`src/rtl/pfd_pkg.sv`:
```
package pfd_pkg;

    typedef enum logic [1:0] {
        ST_RELEASED = 2'd0,
        ST_PUMP_HI  = 2'd1,
        ST_PUMP_LO  = 2'd2
    } pfd_state_e;

    typedef struct packed {
        pfd_state_e state;
        logic       oe;
        logic       data;
        logic       pulse;
    } pfd_regs_t;

    localparam int IDX_REF = 0;
    localparam int IDX_FB  = 1;
    localparam int NUM_INPUTS = 2;

endpackage

```
`src/rtl/pfd_sync.sv`:
```
module pfd_sync #(
    parameter int WIDTH  = 2,
    parameter int STAGES = 2
) (
    input  logic             clk,
    input  logic             rst,
    input  logic [WIDTH-1:0] async_in,
    output logic [WIDTH-1:0] sync_out
);
    localparam int LAST = STAGES - 1;

    logic [STAGES-1:0][WIDTH-1:0] chain_d, chain_q;

    always_comb begin
        chain_d[0] = async_in;
        for (int i = 1; i < STAGES; i++) begin
            chain_d[i] = chain_q[i-1];
        end
    end

    always_ff @(posedge clk) begin
        if (rst) chain_q <= '0;
        else     chain_q <= chain_d;
    end

    assign sync_out = chain_q[LAST];
endmodule

```
`src/rtl/pfd_edge.sv`:
```
module pfd_edge #(
    parameter int WIDTH = 2
) (
    input  logic             clk,
    input  logic             rst,
    input  logic [WIDTH-1:0] level,
    output logic [WIDTH-1:0] rise
);
    logic [WIDTH-1:0] prev_d, prev_q;

    always_comb prev_d = level;

    always_ff @(posedge clk) begin
        if (rst) prev_q <= '0;
        else     prev_q <= prev_d;
    end

    for (genvar g = 0; g < WIDTH; g++) begin : g_rise
        assign rise[g] = level[g] & ~prev_q[g];
    end
endmodule

```
`src/rtl/pfd_fsm.sv`:
```
module pfd_fsm
    import pfd_pkg::*;
(
    input  logic clk,
    input  logic rst,
    input  logic ref_rise,
    input  logic fb_rise,
    output logic pump_oe,
    output logic pump_data,
    output logic phase_pulse
);
    pfd_regs_t r_d, r_q;
    pfd_state_e nxt;

    always_comb begin
        nxt = r_q.state;
        unique case (r_q.state)
            ST_RELEASED: begin
                if (ref_rise && !fb_rise)      nxt = ST_PUMP_HI;
                else if (fb_rise && !ref_rise) nxt = ST_PUMP_LO;
                else                           nxt = ST_RELEASED;
            end
            ST_PUMP_HI: begin
                if (fb_rise) nxt = ST_RELEASED;
                else         nxt = ST_PUMP_HI;
            end
            ST_PUMP_LO: begin
                if (ref_rise) nxt = ST_RELEASED;
                else          nxt = ST_PUMP_LO;
            end
            default: nxt = ST_RELEASED;
        endcase
        r_d.state = nxt;
        r_d.oe    = (nxt != ST_RELEASED);
        r_d.data  = (nxt == ST_PUMP_HI);
        r_d.pulse = (nxt == ST_PUMP_HI) || (nxt == ST_PUMP_LO);
    end

    always_ff @(posedge clk) begin
        if (rst) r_q <= '{state: ST_RELEASED, oe: 1'b0, data: 1'b0, pulse: 1'b0};
        else     r_q <= r_d;
    end

    assign pump_oe     = r_q.oe;
    assign pump_data   = r_q.data;
    assign phase_pulse = r_q.pulse;
endmodule

```
`src/rtl/edge_pfd.sv`:
```
module edge_pfd
    import pfd_pkg::*;
#(
    parameter int SYNC_STAGES = 2
) (
    input  logic clk,
    input  logic rst,
    input  logic ref_in,
    input  logic fb_in,
    output logic pump_data,
    output logic pump_oe,
    output logic phase_pulse
);
    logic [NUM_INPUTS-1:0] raw_in, synced, rises;
    logic ref_rise, fb_rise;

    assign raw_in[IDX_REF] = ref_in;
    assign raw_in[IDX_FB]  = fb_in;

    pfd_sync #(.WIDTH(NUM_INPUTS), .STAGES(SYNC_STAGES)) u_sync (
        .clk(clk), .rst(rst), .async_in(raw_in), .sync_out(synced)
    );

    pfd_edge #(.WIDTH(NUM_INPUTS)) u_edge (
        .clk(clk), .rst(rst), .level(synced), .rise(rises)
    );

    assign ref_rise = rises[IDX_REF];
    assign fb_rise  = rises[IDX_FB];

    pfd_fsm u_fsm (
        .clk(clk), .rst(rst), .ref_rise(ref_rise), .fb_rise(fb_rise),
        .pump_oe(pump_oe), .pump_data(pump_data), .phase_pulse(phase_pulse)
    );
endmodule

```
`config.mk`:
```
export PLATFORM = sky130hd
export DESIGN_NAME = edge_pfd
export DESIGN_NICKNAME = d
export VERILOG_FILES = /design/src/rtl/pfd_pkg.sv /design/src/rtl/pfd_sync.sv /design/src/rtl/pfd_edge.sv /design/src/rtl/pfd_fsm.sv /design/src/rtl/edge_pfd.sv
export SDC_FILE = /design/constraint.sdc
export NUM_CORES = 1
export LEC_CHECK = 0
export CORE_AREA = 4 4 42 44
export DETAILED_ROUTE_END_ITERATION = 10
export DIE_AREA = 0 0 46 48
export PLACE_DENSITY = 0.57
export SETUP_SLACK_MARGIN = 0.1
export SLEW_MARGIN = 20
export SYNTH_ARGS = -nofsm -noshare
export SYNTH_HDL_FRONTEND = slang
export SYNTH_SLANG_ARGS = --single-unit
```
`constraint.sdc`:
```
create_clock -name clk -period 1.6 [get_ports clk]
set_input_delay 0.32 -clock clk [delete_from_list [all_inputs] [get_ports clk]]
set_output_delay 0.32 -clock clk [all_outputs]
set_load 0.005 [all_outputs]
```
==> flow_metrics.env, run 1 <==
export IMPL_worst_setup_path_end_kind="output port"
export IMPL_gp_congestion=0.690
export IMPL_antenna_found_initial=0
export IMPL_cts_hold_buf=0
export IMPL_fin_setup_tns_ns=0
export IMPL_path_class="reg -> out"
export IMPL_crit_cells=1
export IMPL_cp_cell_sequence="clkdlybuf4s50_1"
export IMPL_crit_path_max_incr_delay_ns=0.49
export IMPL_routed_wirelength_microns=585
export IMPL_status="finished, final reports clean"
export IMPL_diodes=0
export IMPL_grt_max_degree=12
export IMPL_hold_path_class="reg -> reg"
export IMPL_required_ns=1.28
export IMPL_grt_usage_pct=6.80
export IMPL_syn_to_final_growth_pct=25.4
export IMPL_avgViaCountPerCell=4.39
export IMPL_utilization_pct=34.8
export IMPL_max_slew_worst_pin_slew_ns=0.465
export IMPL_cts_buffers_inserted=3
export IMPL_register_area_sq_um=220
export IMPL_cts_max_level=1
export IMPL_syn_avg_cell_area_sq_um=12.5
export IMPL_grt_overflow=0
export IMPL_first_iter_violations=0
export IMPL_maxSlewHeadroom_pct=68.9
export IMPL_synth_top_area_cell="dfxtp_1"
export IMPL_leakage_nw=0.191
export IMPL_clockBufferDepth=2
export IMPL_fp_coreArea_sq_mm=0.00144
export IMPL_crit_fanout=1
export IMPL_place_inst=53
export IMPL_dr_pass1_iters=1
export IMPL_vias=250
export IMPL_pin_count=7
export IMPL_layout_nets=48
export IMPL_synth_cells=32
export IMPL_cp_num_buf_inv=1
export IMPL_hold_depth=1
export IMPL_whs_ns=0.450
export IMPL_fillCellCount=156
export IMPL_clock_latency_ns=0.26
export IMPL_cp_arrival_ns=1.06
export IMPL_grt_pass1_wl_microns=959
export IMPL_syn_cell_area_sq_um=399
export IMPL_synthTopCellsByArea="dfxtp_1 55%, nor2b_1 11%, a2111oi_4 6.9%"
export IMPL_cts_tree="done"
export IMPL_ys_ff_latch=11
export IMPL_ys_types=13
export IMPL_cts_setup_buffers=0
export IMPL_multi_input_area_sq_um=170
export IMPL_ant_nets=0
export IMPL_rsz0062_at_grt="no"
export IMPL_drc=0
export IMPL_maxClockFrequency_mhz=723
export IMPL_placement_io_buffers=6
export IMPL_first_global_vias=221
export IMPL_setup_violations=0
export IMPL_cts_reportedPaths_clkPinSlew_ns=0.07
export IMPL_critical_path_top_delay_family="buffers and inverters"
export IMPL_slowest_stage="clkdlybuf4s50_1"
export IMPL_die_w_microns=46
export IMPL_drive_above_1_share_pct=19.5
export IMPL_clock_sinks=11
export IMPL_worstRegToRegCells=4
export IMPL_finalClockSkew_ns=0.00347
export IMPL_vdd_drop_max_uv=522
export IMPL_finalCriticalPeriod_ns=1.38
export IMPL_slew_viol_final=0
export IMPL_ctsRootBufferMaster="clkbuf_4"
export IMPL_drv_cap=0
export IMPL_die_height_microns=48
export IMPL_ctsResizeCount=0
export IMPL_start_util_pct=27.8
export IMPL_ys_seq_area_share_pct=55.2
export IMPL_yosysWarnings=0
export IMPL_final_cells=57
export IMPL_rows=14
export IMPL_die_area_sq_mm=0.00221
export IMPL_power_density_mw_per_mm2=1060
export IMPL_yosysTopAreaCellShare_pct=55.2
export IMPL_wl_per_cell_microns=10.3
export IMPL_hold_violations=0
export IMPL_start_kind="flop"
export IMPL_synth_fp_nets=38
export IMPL_fin_crit_sh_pct=86.4
==> flip-flops by register name, indices dropped and copies added (netlist names) <==
register           cells
u_fsm.pump_oe          1
u_edge.prev_q          2
u_sync.chain_d         2
u_fsm.phase_pulse      1
u_fsm.r_q              2
u_sync.sync_out        2
u_fsm.pump_data        1
==> per-stage QoR <==
stage	worst slack [ns]	instance area, sq um	total power [mW]
final	0.217	500	0.529
after global routing	0.168	500	0.567
after CTS	0.192	500	0.542
after detailed placement	0.152	474	0.356
after global placement	0.234	474	0.352
after floorplan	0.339	399	0.331
==> metal layers <==
layer  track usage [%]  wire length [microns]  vias to the layer above  share of wire, %
met5                 0                      0                        -                 0
li1                  -                      -                      125                 -
met2              9.62                    284                        8                49
met3              5.64                     49                        2               8.4
met1              7.13                    242                      115                41
met4              3.41                      8                        0               1.4
==> cell type report <==
cell class,count,area share (%)
clock buffer,4,5.25
inverter,1,0.750
tap,16,4.00
timing repair buffer,6,12.0
multi-input combinational,19,34.0
sequential,11,44.0
==> logic make-up after synthesis <==
group / count (synthesis) / synth area share [%]
buffers and inverters: 2 / 2.19
and+or+nand+nor: 12 / 20.7
AOI/OAI and AO/OA: 5 / 15.7
adders and majority gates: 2 / 6.27
DFF: 11 / 55.2
==> layout by cell type, fill, tap and decap left out <==
cell             Yosys  routed
nand2b_4             1       1
a211oi_1             1       1
a2111oi_4            1       1
clkdlybuf4s50_1      0       6
o211a_1              1       1
nor2_1               2       2
a211o_2              1       1
clkbuf_1             0       1
inv_1                1       1
nor2b_1              7       7
ha_1                 2       2
dfxtp_1             11      11
o211ai_1             1       1
nor2b_2              2       2
clkbuf_4             0       3
==> worst paths after layout <==
kind | startpoint | to | slack, ns
min reg2reg | u_sync.chain_d[2] | u_sync.sync_out[0] | 0.45
max | u_fsm.pump_oe | pump_oe | 0.22
max reg2reg | u_sync.sync_out[1] | u_fsm.phase_pulse | 0.26
min | u_sync.chain_d[2] | u_sync.sync_out[0] | 0.45
==> synth_stat cells <==
cell type,count
a2111oi_4,1
a211o_2,1
a211oi_1,1
buf_2,1
dfxtp_1,11
ha_1,2
inv_1,1
nand2b_4,1
nor2_1,2
nor2b_1,7
nor2b_2,2
o211a_1,1
o211ai_1,1
==> where the power goes <==
part,internal (mW),switching (mW)
clock,0.0963,0.0842
combinational,0.0331,0.0211
sequential,0.288,0.00644
Power figures use the tool's default switching activity.
==> run 2: changes to the inputs <==
Settings changed: CTS_CLUSTER_SIZE from default to 12.
==> results of run 2 <==
The final DEF is identical to that of run 1; final timing and power are the same.
==> run 3: changes to the inputs <==
Settings changed: SETUP_SLACK_MARGIN 0.1 to default.
==> results of run 3 <==
The final DEF is identical to that of run 1; final timing and power are the same.
